===== src/rtl/qdr_pkg.sv =====
// Shared types for the dual quad-SPI lane router.
// Assumes a 2-bit mode encoding used only inside the block.
package qdr_pkg;

    typedef enum logic [1:0] {
        MODE_SINGLE = 2'd0,
        MODE_STACK  = 2'd1,
        MODE_SPLIT  = 2'd2
    } mode_e;

    typedef struct packed {
        logic dual;
        logic split;
        logic upper;
    } cfg_t;

    // Map the decoded configuration fields to a routing mode.
    function automatic mode_e cfg_to_mode(input cfg_t c);
        if (!c.dual)
            return MODE_SINGLE;
        else if (c.split)
            return MODE_SPLIT;
        else
            return MODE_STACK;
    endfunction

endpackage


===== src/rtl/qdr_cfg_hold.sv =====
// Configuration capture for the lane router.
// Applies a write at once when the engine chip select is high; otherwise holds
// it (latest wins) until the first edge with the chip select high.
// Assumes eng_cs_n changes away from the clock edge used to sample it.
module qdr_cfg_hold
    import qdr_pkg::*;
#(
    parameter int CFG_W     = 32,
    parameter int DUAL_BIT  = 30,
    parameter int SPLIT_BIT = 29,
    parameter int UPPER_BIT = 28
) (
    input  logic             clk,
    input  logic             rst_n,
    input  logic             eng_cs_n,
    input  logic             cfg_wr,
    input  logic [CFG_W-1:0] cfg_wdata,
    output cfg_t             cfg_q
);

    cfg_t wr_fields;
    cfg_t pend_q;
    logic pend_vld_q;

    // Extract the three used fields from the incoming word.
    always_comb begin
        wr_fields.dual  = cfg_wdata[DUAL_BIT];
        wr_fields.split = cfg_wdata[SPLIT_BIT];
        wr_fields.upper = cfg_wdata[UPPER_BIT];
    end

    // Apply, hold or release configuration depending on transfer activity.
    always_ff @(posedge clk) begin
        if (!rst_n) begin
            cfg_q      <= '0;
            pend_q     <= '0;
            pend_vld_q <= 1'b0;
        end else if (cfg_wr && eng_cs_n) begin
            cfg_q      <= wr_fields;
            pend_vld_q <= 1'b0;
        end else if (cfg_wr) begin
            pend_q     <= wr_fields;
            pend_vld_q <= 1'b1;
        end else if (pend_vld_q && eng_cs_n) begin
            cfg_q      <= pend_q;
            pend_vld_q <= 1'b0;
        end
    end

endmodule


===== src/rtl/qdr_cs_fanout.sv =====
// Chip-select and clock fan-out for the lane router.
// Expands the engine's single chip select into two port selects by mode and
// page bit. Assumes chip selects are active low and idle high.
module qdr_cs_fanout
    import qdr_pkg::*;
(
    input  mode_e mode,
    input  logic  upper,
    input  logic  eng_cs_n,
    input  logic  eng_sclk,
    output logic  lo_cs_n,
    output logic  hi_cs_n,
    output logic  lo_sclk,
    output logic  hi_sclk
);

    // Steer the chip select to one or both ports.
    always_comb begin
        unique case (mode)
            MODE_STACK: begin
                lo_cs_n = upper ? 1'b1 : eng_cs_n;
                hi_cs_n = upper ? eng_cs_n : 1'b1;
            end
            MODE_SPLIT: begin
                lo_cs_n = eng_cs_n;
                hi_cs_n = eng_cs_n;
            end
            default: begin
                lo_cs_n = eng_cs_n;
                hi_cs_n = 1'b1;
            end
        endcase
    end

    // Forward the serial clock; the upper port is parked low in single mode.
    always_comb begin
        lo_sclk = eng_sclk;
        hi_sclk = (mode == MODE_SINGLE) ? 1'b0 : eng_sclk;
    end

endmodule


===== src/rtl/qdr_lane_mux.sv =====
// IO lane routing for the lane router.
// Splits a transmit byte across two nibble buses in the parallel data phase
// and merges read nibbles back; otherwise forwards one nibble.
// Assumes NIB_W lanes per port and a byte of 2*NIB_W bits.
module qdr_lane_mux
    import qdr_pkg::*;
#(
    parameter int NIB_W = 4,
    localparam int BYTE_W = 2 * NIB_W
) (
    input  mode_e             mode,
    input  logic              upper,
    input  logic              data_phase,
    input  logic              eng_oe,
    input  logic [BYTE_W-1:0] eng_tx,
    output logic [BYTE_W-1:0] eng_rx,
    output logic [NIB_W-1:0]  lo_io_o,
    output logic [NIB_W-1:0]  lo_io_oe,
    input  logic [NIB_W-1:0]  lo_io_i,
    output logic [NIB_W-1:0]  hi_io_o,
    output logic [NIB_W-1:0]  hi_io_oe,
    input  logic [NIB_W-1:0]  hi_io_i
);

    logic split_data;
    logic hi_active;
    logic [NIB_W-1:0] sel_i;

    // Decode the lane-level controls once for all bits.
    always_comb begin
        split_data = (mode == MODE_SPLIT) && data_phase;
        hi_active  = (mode != MODE_SINGLE);
        sel_i      = ((mode == MODE_STACK) && upper) ? hi_io_i : lo_io_i;
    end

    for (genvar k = 0; k < NIB_W; k++) begin : g_lane
        // Pick the outgoing bit of lane k for each port.
        always_comb begin
            lo_io_o[k]  = split_data ? eng_tx[2*k]   : eng_tx[k];
            hi_io_o[k]  = split_data ? eng_tx[2*k+1] : (hi_active & eng_tx[k]);
            lo_io_oe[k] = eng_oe;
            hi_io_oe[k] = hi_active & eng_oe;
        end

        // Place the incoming bits of lane k into the read byte.
        always_comb begin
            if (split_data) begin
                eng_rx[2*k]   = lo_io_i[k];
                eng_rx[2*k+1] = hi_io_i[k];
            end else begin
                eng_rx[2*k]   = (2*k < NIB_W)   ? sel_i[(2*k) % NIB_W]   : 1'b0;
                eng_rx[2*k+1] = (2*k+1 < NIB_W) ? sel_i[(2*k+1) % NIB_W] : 1'b0;
            end
        end
    end

endmodule


===== src/rtl/qspi_dual_router.sv =====
// Top of the dual quad-SPI lane router.
// Holds the configuration, expands the engine chip select and routes IO lanes
// for single, stacked and parallel wiring of two identical flash devices.
// Assumes the engine changes its pins away from the rising edge of clk.
module qspi_dual_router
    import qdr_pkg::*;
#(
    parameter int CFG_W     = 32,
    parameter int NIB_W     = 4,
    parameter int DUAL_BIT  = 30,
    parameter int SPLIT_BIT = 29,
    parameter int UPPER_BIT = 28,
    localparam int BYTE_W   = 2 * NIB_W
) (
    input  logic              clk,
    input  logic              rst_n,
    input  logic              cfg_wr,
    input  logic [CFG_W-1:0]  cfg_wdata,
    input  logic              eng_cs_n,
    input  logic              eng_sclk,
    input  logic              eng_oe,
    input  logic              eng_data_phase,
    input  logic [BYTE_W-1:0] eng_tx,
    output logic [BYTE_W-1:0] eng_rx,
    output logic              lo_cs_n,
    output logic              lo_sclk,
    output logic [NIB_W-1:0]  lo_io_o,
    output logic [NIB_W-1:0]  lo_io_oe,
    input  logic [NIB_W-1:0]  lo_io_i,
    output logic              hi_cs_n,
    output logic              hi_sclk,
    output logic [NIB_W-1:0]  hi_io_o,
    output logic [NIB_W-1:0]  hi_io_oe,
    input  logic [NIB_W-1:0]  hi_io_i
);

    cfg_t  cfg_q;
    mode_e mode;

    qdr_cfg_hold #(
        .CFG_W(CFG_W), .DUAL_BIT(DUAL_BIT),
        .SPLIT_BIT(SPLIT_BIT), .UPPER_BIT(UPPER_BIT)
    ) u_cfg (
        .clk(clk), .rst_n(rst_n), .eng_cs_n(eng_cs_n),
        .cfg_wr(cfg_wr), .cfg_wdata(cfg_wdata), .cfg_q(cfg_q)
    );

    // Turn the applied fields into a routing mode.
    always_comb mode = cfg_to_mode(cfg_q);

    qdr_cs_fanout u_cs (
        .mode(mode), .upper(cfg_q.upper),
        .eng_cs_n(eng_cs_n), .eng_sclk(eng_sclk),
        .lo_cs_n(lo_cs_n), .hi_cs_n(hi_cs_n),
        .lo_sclk(lo_sclk), .hi_sclk(hi_sclk)
    );

    qdr_lane_mux #(.NIB_W(NIB_W)) u_lane (
        .mode(mode), .upper(cfg_q.upper), .data_phase(eng_data_phase),
        .eng_oe(eng_oe), .eng_tx(eng_tx), .eng_rx(eng_rx),
        .lo_io_o(lo_io_o), .lo_io_oe(lo_io_oe), .lo_io_i(lo_io_i),
        .hi_io_o(hi_io_o), .hi_io_oe(hi_io_oe), .hi_io_i(hi_io_i)
    );

endmodule


===== config.mk =====
export PLATFORM = sky130hd
export DESIGN_NAME = qspi_dual_router
export DESIGN_NICKNAME = d
export VERILOG_FILES = /design/src/rtl/qdr_pkg.sv /design/src/rtl/qdr_cfg_hold.sv /design/src/rtl/qdr_cs_fanout.sv /design/src/rtl/qdr_lane_mux.sv /design/src/rtl/qspi_dual_router.sv
export SDC_FILE = /design/constraint.sdc
export NUM_CORES = 1
export LEC_CHECK = 0
export BUFFER_PORTS_ARGS = -buffer_cell sky130_fd_sc_hd__buf_2
export CAP_MARGIN = 20
export CORE_MARGIN = 1.5
export CORE_UTILIZATION = 31
export CTS_CLUSTER_SIZE = 24
export DETAILED_ROUTE_END_ITERATION = 10
export GPL_ROUTABILITY_DRIVEN = 0
export PLACE_DENSITY_LB_ADDON = 0.15
export REMOVE_ABC_BUFFERS = 1
export SLEW_MARGIN = 20
export SYNTH_ARGS = -nofsm -noshare
export SYNTH_HDL_FRONTEND = slang
export SYNTH_SLANG_ARGS = --single-unit
export TNS_END_PERCENT = 5

===== constraint.sdc =====
create_clock -name clk -period 1.63 [get_ports clk]
set_clock_uncertainty 0.15 [all_clocks]
set_input_delay 0.489 -clock clk [delete_from_list [all_inputs] [get_ports clk]]
set_output_delay 0.489 -clock clk [all_outputs]
set_load 0.03 [all_outputs]

==> results.json, run 1 <==
{
  "cp.arrival_ns": 1.33,
  "synth-edff-count": 0,
  "htreeDepth": 1,
  "rsz0062_at_grt": "true",
  "p_per_area_nw_per_um2": 567,
  "cts_root_buffer": "clkbuf_4",
  "pre_cts_ws_ns": -0.224,
  "synth_most_common_cell": "nand2_1",
  "syn_area_per_cell_um2": 7.36,
  "startpoint": "u_cfg.cfg_q[1]$_SDFFE_PN0P_",
  "synth_warnings": 0,
  "synth_commonest_cells": "17 x nand2_1, 10 x buf_4, 9 x mux2i_1, 7 x dfxtp_1",
  "finalSetupViolations": 21,
  "grt_usage_pct": 13.7,
  "total_power_uw": 588,
  "synth-simple-area-share_pct": 32.8,
  "fin_setup_tns_ns": -4.13,
  "ys_seq_area_share_pct": 22.4,
  "die_w_um": 47.9,
  "first_iter_violations": 10,
  "r2r_start": "u_cfg.pend_vld_q$_SDFFE_PP0P_",
  "crit_type": "register to output pin",
  "muxShareOfSynthArea_pct": 16.8,
  "wire_per_inst_um": 9.76,
  "antenna_found_initial": 0,
  "setup_slack_ns": -0.340,
  "synth_top_cell_by_area": "dfxtp_1",
  "area_growth_pct": 65.8,
  "wl_um": 1570,
  "leakage_nw": 0.540,
  "max_freq_ghz": 0.508,
  "dieArea_um2": 2300,
  "die_h_um": 47.9,
  "n_antenna_cell": 0,
  "ys_types": 22,
  "place_area_um2": 868,
  "insertion_delay_ns": 0.25,
  "grt_overflow": 0,
  "cp_max_fo": 5,
  "cts.sinks": 7,
  "initial_utilization_pct": 32.6,
  "num_vias": 715,
  "cp-endpoint": "eng_rx[0]",
  "synthCells": 85,
  "reg2regPathDepth": 3,
  "io_buffer_count": 53,
  "ys.flop_type": "dfxtp_1",
  "async_flop_share_pct": 0,
  "ir_drop_v": 0.000382,
  "io_pins": 83,
  "route.detailed.drc": 0,
  "cts_made_buffers": 3,
  "hold_viol_final": 0,
  "crit_path_end_kind": "output pin",
  "fin_cells": 161,
  "grt_max_degree": 12,
  "status": "finished, violations left",
  "synth-adder-area-share_pct": 0,
  "drt-vias-per-instance": 4.44,
  "synth_area_leaders": "dfxtp_1 22%, mux2i_1 14%, buf_4 12%, nand2_1 10%, and2_1 6.0%",
  "dp.final_hpwl_um": 1210,
  "cp-start-kind": "register",
  "hold_class": "register to register",
  "drive_above_1_share_pct": 51.5,
  "yosys.area.top_type_share_pct": 22.4,
  "syn_area_um2": 626,
  "cap_violations": 0,
  "antenna_left": 0,
  "synth-seq-cells": 7,
  "tightest_slew_ns": 0.184,
  "r2r_slack_ns": 0.58,
  "cts_tree": "done",
  "period_share_pct": 121,
  "violations": "negative setup slack",
  "fin_nets": 190,
  "cts_buffer_depth": 2,
  "core_um2": 1920,
  "synth_top_family_by_area": "simple AND/OR/NAND/NOR gates",
  "report.final.slew_viol_count": 0,
  "max_slew_margin_pct": 87.7,
  "finalInstanceArea_um2": 1040,
  "grt_first_pass_wirelength_um": 2200,
  "reg2reg_to": "u_cfg.cfg_q[0]$_SDFFE_PN0P_",
  "worst_hold_slack_ns": 0.361,
  "synth_compound_area_share_pct": 11.2,
  "post-place-cells": 157,
  "first_pass_iters": 4,
  "first_global_vias": 550,
  "period_needed_ns": 1.97,
  "cp.required_ns": 0.99,
  "synth_xor_area_share_pct": 0,
  "final_util_pct": 54.0,
  "cts.reportedPaths.clkPinSlew_ns": 0.05,
  "rows": 16
}
==> worst min-delay path by stage <==
stage / start / slack, ns / end / cells after the start
after global placement: u_cfg.pend_q[1]$_SDFFE_PN0P_ / 0.34 / u_cfg.pend_q[1]$_SDFFE_PN0P_ / 2
after detailed placement: u_cfg.pend_q[0]$_SDFFE_PN0P_ / 0.35 / u_cfg.pend_q[0]$_SDFFE_PN0P_ / 2
after global routing: rst_n / 0.39 / u_cfg.pend_vld_q$_SDFFE_PP0P_ / 2
after floorplan: u_cfg.pend_q[0]$_SDFFE_PN0P_ / 0.32 / u_cfg.pend_q[0]$_SDFFE_PN0P_ / 2
after CTS: u_cfg.pend_q[0]$_SDFFE_PN0P_ / 0.36 / u_cfg.pend_q[0]$_SDFFE_PN0P_ / 2
final: u_cfg.pend_q[0]$_SDFFE_PN0P_ / 0.36 / u_cfg.pend_q[0]$_SDFFE_PN0P_ / 2
==> metal layers <==
metal	track usage [%]	vias up	routed length [µm]
li1	-	370	-
met1	14.3	314	597
met2	25.9	31	840
met3	2.26	0	133
met4	6.49	0	0
met5	0	-	0
==> registers in the layout, summed over array words and instances, names as in the netlist <==
| name | flops |
|---|---|
| u_cfg.cfg_q | 3 |
| u_cfg.pend_q | 3 |
| u_cfg.pend_vld_q | 1 |
==> where the power goes <==
group          internal [mW]  switching, mW
combinational          0.110          0.135
clock                 0.0933         0.0625
sequential             0.182        0.00535
==> layout by cell type, fill, tap and decap left out <==
master / count
dfxtp_1: 6
and2_1: 5
or2_1: 1
clkbuf_4: 3
a21oi_1: 6
o21a_1: 1
mux2i_1: 9
o211ai_1: 1
mux2_4: 1
and3_4: 1
nor2_1: 3
clkbuf_1: 1
buf_6: 19
nand3_1: 4
buf_2: 31
buf_4: 9
nand2_1: 16
nor2b_1: 3
dfxtp_2: 1
and3b_2: 1
inv_1: 1
nand3_2: 1
o211a_1: 1
o21ai_0: 3
nand2_2: 1
nand2b_1: 3
and2b_1: 1
and2_4: 1
==> area by class of cell <==
type	count	area [µm²]
repair buffers	59	437
well taps	27	33.8
fillers	212	885
multi-input cells	63	395
inverters	1	3.75
clock buffers	4	26.3
flip-flops and latches	7	141
==> cell families after synthesis <==
logic type             Yosys count
AOI/OAI and AO/OA               12
buffers and inverters           15
DFF                              7
muxes                           10
and+or+nand+nor                 41
==> worst max-delay path: stages, from the launching register on <==
cell and delay [ns]:
dfxtp_1 0.30, and3b_2 0.32, mux2_4 0.32, buf_6 0.14
==> repair_timing <==
item / CTS / global route
setup buffers: 0 / 0
pin swaps: 0 / 1
hold buffers: 0 / 0
gates resized for setup: 40 / 7
setup endpoints to repair: 22 / 22
Power figures use the tool's default switching activity.
==> inputs of run 2 (changes only) <==
- CORE_UTILIZATION: 31 -> 33
- SETUP_SLACK_MARGIN: unset -> 0.02
- clock period: 1.63 -> 2.55 ns (I/O delays scaled with it)
==> run 2 against run 1 <==
Against the previous run:
- the run now ends clean
- via count shrank 2.2%
- sequential share of layout area rose by 2.6 points
- first-iteration DRC count is the same
- clock-buffer cell count stayed put
- die area shrank 5.7%
- critical path depth grew 1
- flip-flop and latch count stayed put
- design area decreased by 17%
- global-route usage is 0.53 points lower
==> results.json, run 2 (synthesis results as in run 1) <==
{
  "report.final.slew_viol_count": 0,
  "cts.sinks": 7,
  "period_share_pct": 94.0,
  "reg2reg_to": "u_cfg.cfg_q[0]$_SDFFE_PN0P_",
  "status": "complete, no violations",
  "cts_made_buffers": 3,
  "p_per_area_nw_per_um2": 405,
  "crit_chain": "buf_2 > and3_2 > and2_1 > buf_2",
  "post_cts_buffers": 0,
  "cpMostUsedCell": "buf_2",
  "holdPathStages": 2,
  "cp-start-kind": "primary input",
  "hold_viol_final": 0,
  "leakage_nw": 0.494,
  "crit_slowest_cell": "and3_2",
  "grt_max_degree": 14,
  "drt-vias-per-instance": 4.51,
  "cp_slowest_stage_delay_ns": 0.27,
  "hold_class": "register to register",
  "grt_first_pass_wirelength_um": 2040,
  "crit_type": "primary input to output pin",
  "cts_root_buffer": "clkbuf_4",
  "cts.reportedPaths.clkPinSlew_ns": 0.05,
  "area_growth_pct": 37.8,
  "die_w_um": 46.5,
  "rsz0062_at_grt": "false",
  "grt_overflow": 0,
  "die_h_um": 46.5,
  "fin_nets": 186,
  "wl_met1_um": 622,
  "layout_commonest_cell": "buf_2",
  "first_global_vias": 502,
  "cap_violations": 0,
  "holdPathEnd": "u_cfg.pend_q[2]$_SDFFE_PN0P_",
  "max_freq_ghz": 0.417,
  "antenna_found_initial": 0,
  "cts.hold.buffers_added": 0,
  "initial_utilization_pct": 35.8,
  "crit_path_end_kind": "output pin",
  "top_layer": "met3",
  "cts_buffer_depth": 2,
  "cp.required_ns": 1.64,
  "largest_registers": "u_cfg.cfg_q x3, u_cfg.pend_q x3, u_cfg.pend_vld_q x1",
  "final_cell_mix": "53 x buf_2, 17 x nand2_1, 9 x mux2i_1",
  "r2r_start": "u_cfg.pend_vld_q$_SDFFE_PP0P_",
  "dieArea_um2": 2170,
  "route.met3.wl_um": 101,
  "first_pass_iters": 3,
  "cp_max_fo": 11,
  "first_iter_violations": 10,
  "io_pins": 83,
  "cp.arrival_ns": 1.48,
  "period_needed_ns": 2.40,
  "fin_setup_tns_ns": 0,
  "rows": 15,
  "drive_above_1_share_pct": 46.2,
  "ir_drop_v": 0.000278,
  "core_um2": 1750,
  "route.detailed.drc": 0,
  "io_buffer_count": 53,
  "dp.final_hpwl_um": 1170,
  "reg2regPathDepth": 3,
  "cts_tree": "done",
  "htreeDepth": 1,
  "wl_met2_um": 709,
  "antenna_left": 0,
  "max_slew_margin_pct": 82.7,
  "n_antenna_cell": 0,
  "hold_path.startpoint": "u_cfg.pend_q[2]$_SDFFE_PN0P_",
  "finalSetupViolations": 0,
  "cts_resized": 0,
  "grt_usage_pct": 13.1,
  "r2r_slack_ns": 1.52,
  "total_power_uw": 349,
  "tightest_slew_ns": 0.259,
  "insertion_delay_ns": 0.26,
  "wire_per_inst_um": 9.25,
  "wl_um": 1430,
  "num_vias": 699,
  "startpoint": "eng_data_phase"
}
[run 2: how the worst max path moves through the flow]
stage	to	slack (ns)	cells past startpoint
final	eng_rx[7]	0.15	4
after global routing	eng_rx[2]	0.05	6
after CTS	eng_rx[7]	0.15	4
after detailed placement	eng_rx[7]	0.15	4
after global placement	eng_rx[5]	0.16	4
after floorplan	hi_io_oe[0]	0.004	1
[run 2: per-layer routing]
layer | track usage, % | up-vias
met1 | 17.4 | 307
met5 | 0 | -
met2 | 20.0 | 30
li1 | - | 362
met3 | 4.71 | 0
met4 | 3.43 | 0
[run 2: where the power goes]
part           switching (mW)  internal (mW)  leakage (nW)
logic                  0.0792         0.0482         0.421
clock network          0.0411         0.0597        0.0150
registers             0.00449          0.116        0.0576
total                   0.125          0.224         0.494
[run 2: final cells by class]
cell class	instances	area (µm²)
multi-input cells	63	380
inverters	1	3.75
flip-flops and latches	7	140
clock buffers	4	26.3
fillers	186	883
well taps	25	31.3
repair buffers	55	280
[run 2: critical path: cells and delay by family]
family | cells | cell delay (ns)
buffers and inverters | 2 | 0.27
and+or+nand+nor | 2 | 0.44
[run 2: through the flow]
step,utilization [%],instances,setup WS (ns),hold slack [ns],instance area [µm²]
6_report,49.4,155,0.153,0.362,862
5_1_grt,49.4,155,0.0502,0.390,862
3_5_place_dp,47.9,151,0.150,0.354,836
3_3_place_gp,47.9,151,0.160,0.337,836
4_1_cts,49.4,155,0.149,0.366,862
2_1_floorplan,-,71,0.00360,0.323,524
==> inputs of run 3 (changes only) <==
- CORE_UTILIZATION: 33 -> 31
- MAX_ROUTING_LAYER: unset -> met4
- SLEW_MARGIN: 20 -> unset
- clock period: 2.55 -> 2.3 ns (I/O delays scaled with it)
==> run 3 against run 2 <==
Against the previous run:
- via count shrank 1.9%
- global-route usage shrank 1.6 points
- clock-buffer cell count is the same
- total power grew 13%
- design area grew 3.9%
- critical path depth shrank 1
- combinational power grew 15%
- die area grew 6.0%
- setup slack lost 0.073 ns
- first-iteration DRC count shrank 70%
- wire length shrank 0.42%
- critical path type is now register to output pin
==> results.json, run 3 (synthesis results as in run 1) <==
{
  "first_iter_violations": 3,
  "crit_slowest_cell": "dfxtp_2",
  "tightest_slew_ns": 0.179,
  "leakage_nw": 0.508,
  "sw_frac_of_total_pct": 35.9,
  "drt-vias-per-instance": 4.29,
  "antenna_found_initial": 0,
  "cts.sinks": 7,
  "cts_made_buffers": 3,
  "die_h_um": 47.9,
  "reg2reg_to": "u_cfg.cfg_q[0]$_SDFFE_PN0P_",
  "hold_path.startpoint": "u_cfg.pend_q[1]$_SDFFE_PN0P_",
  "period_share_pct": 96.5,
  "route.met3.wl_um": 121,
  "wl_met2_um": 659,
  "setup_slack_ns": 0.0797,
  "cts_tree": "done",
  "die_w_um": 47.9,
  "pre_cts_ws_ns": 0.0463,
  "cp.required_ns": 1.46,
  "seqPwrFrac_pct": 33.8,
  "largest_registers": "u_cfg.cfg_q x3, u_cfg.pend_q x3, u_cfg.pend_vld_q x1",
  "cp.arrival_ns": 1.38,
  "cts.hold.buffers_added": 0,
  "cp-start-kind": "register",
  "wire_per_inst_um": 8.92,
  "final_cell_mix": "52 x buf_2, 17 x nand2_1, 9 x mux2i_1",
  "initial_utilization_pct": 32.6,
  "cp_slowest_stage_delay_ns": 0.33,
  "cts_buffer_depth": 2,
  "cp_max_fo": 5,
  "p_sw_uw": 142,
  "n_antenna_cell": 0,
  "layout_commonest_cell": "buf_2",
  "area_growth_pct": 43.2,
  "route.detailed.drc": 0,
  "n_fill_cell": 216,
  "grt_max_degree": 12,
  "fin_setup_tns_ns": 0,
  "cap_violations": 0,
  "htreeDepth": 1,
  "holdPathEnd": "u_cfg.pend_q[1]$_SDFFE_PN0P_",
  "rows": 16,
  "fin_nets": 189,
  "max_slew_margin_pct": 88.0,
  "r2r_start": "u_cfg.pend_vld_q$_SDFFE_PP0P_",
  "max_freq_ghz": 0.450,
  "first_global_vias": 459,
  "crit_type": "register to output pin",
  "finalInstanceArea_um2": 896,
  "p_per_area_nw_per_um2": 441,
  "crit_path_end_kind": "output pin",
  "hold_class": "register to register",
  "first_pass_iters": 4,
  "crit_chain": "and3b_2 > mux2_4 > buf_2",
  "grt_overflow": 0,
  "core_um2": 1920,
  "drive_above_1_share_pct": 48.9,
  "holdPathStages": 2,
  "ir_drop_v": 0.000319,
  "period_needed_ns": 2.22,
  "hold_viol_final": 0,
  "num_vias": 686,
  "place_area_um2": 846,
  "clkPwrFrac_pct": 29.2,
  "startpoint": "u_cfg.cfg_q[1]$_SDFFE_PN0P_",
  "status": "complete, no violations",
  "grt_first_pass_wirelength_um": 1840,
  "fin_cells": 160,
  "rsz0062_at_grt": "true",
  "grt_usage_pct": 11.5,
  "insertion_delay_ns": 0.25,
  "wl_um": 1430,
  "reg2regPathDepth": 3,
  "finalSetupViolations": 0,
  "cts_root_buffer": "clkbuf_4",
  "io_pins": 83,
  "intPower_uw": 253,
  "dieArea_um2": 2300,
  "antenna_left": 0,
  "top_layer": "met4",
  "wl_met1_um": 631,
  "r2r_slack_ns": 1.26,
  "report.final.slew_viol_count": 0,
  "post-place-cells": 154,
  "p_comb_share_pct": 37.0,
  "io_buffer_count": 53,
  "cts.reportedPaths.clkPinSlew_ns": 0.06
}
-- run 3: cell type report --
class,instances,area (µm²),share of cell area [%]
Inverter,1,3.75,0.419
Multi-Input combinational cell,63,385,43.0
Sequential cell,7,141,15.8
Timing Repair Buffer,58,305,34.1
Tap cell,27,33.8,3.77
Clock buffer,4,26.3,2.93
-- run 3: critical path, delay by kind of cell, from the launching register on --
kind          cells  cell delay [ns]
buf+inv           1             0.17
flops             1             0.33
mux               1             0.31
simple gates      1             0.32
-- run 3: worst max-delay path by stage --
stage / end / slack, ns / cells past startpoint
after global routing: eng_rx[3] / 0.01 / 6
after CTS: eng_rx[0] / 0.04 / 3
after floorplan: hi_io_oe[0] / -0.1 / 1
after detailed placement: eng_rx[4] / 0.05 / 4
after global placement: eng_rx[4] / 0.06 / 4
final: eng_rx[0] / 0.08 / 3
-- run 3: power by group through the flow --
stage                     Clock (mW)  Combinational, mW  Sequential, mW
after global placement             0              0.141           0.136
final                          0.115              0.146           0.133
after detailed placement           0              0.142           0.136
after CTS                      0.119              0.143           0.134
after global routing           0.127              0.159           0.134
after floorplan                    0             0.0721           0.137
-- run 3: metrics by stage --
step           hold slack (ns)  power (mW)  utilization, %
2_1_floorplan            0.323       0.209               -
6_report                 0.353       0.395            46.6
3_5_place_dp             0.347       0.279            44.0
5_1_grt                  0.378       0.420            46.6
3_3_place_gp             0.338       0.278            44.0
4_1_cts                  0.358       0.395            45.4
-- run 3: timing repair --
| item | 4_1_cts | 5_1_grt |
|---|---|---|
| endpoints found under the setup margin | 4 | 12 |
| buffers inserted | 0 | 2 |
| pin swaps | 0 | 0 |
| gates resized for setup | 1 | 4 |
-- run 3: per-layer routing --
layer  vias to the layer above  GRT usage [%]
li1                        370              -
met1                       279           12.6
met2                        33           19.2
met3                         4           2.26
met4                         0           6.49
met5                         -              -
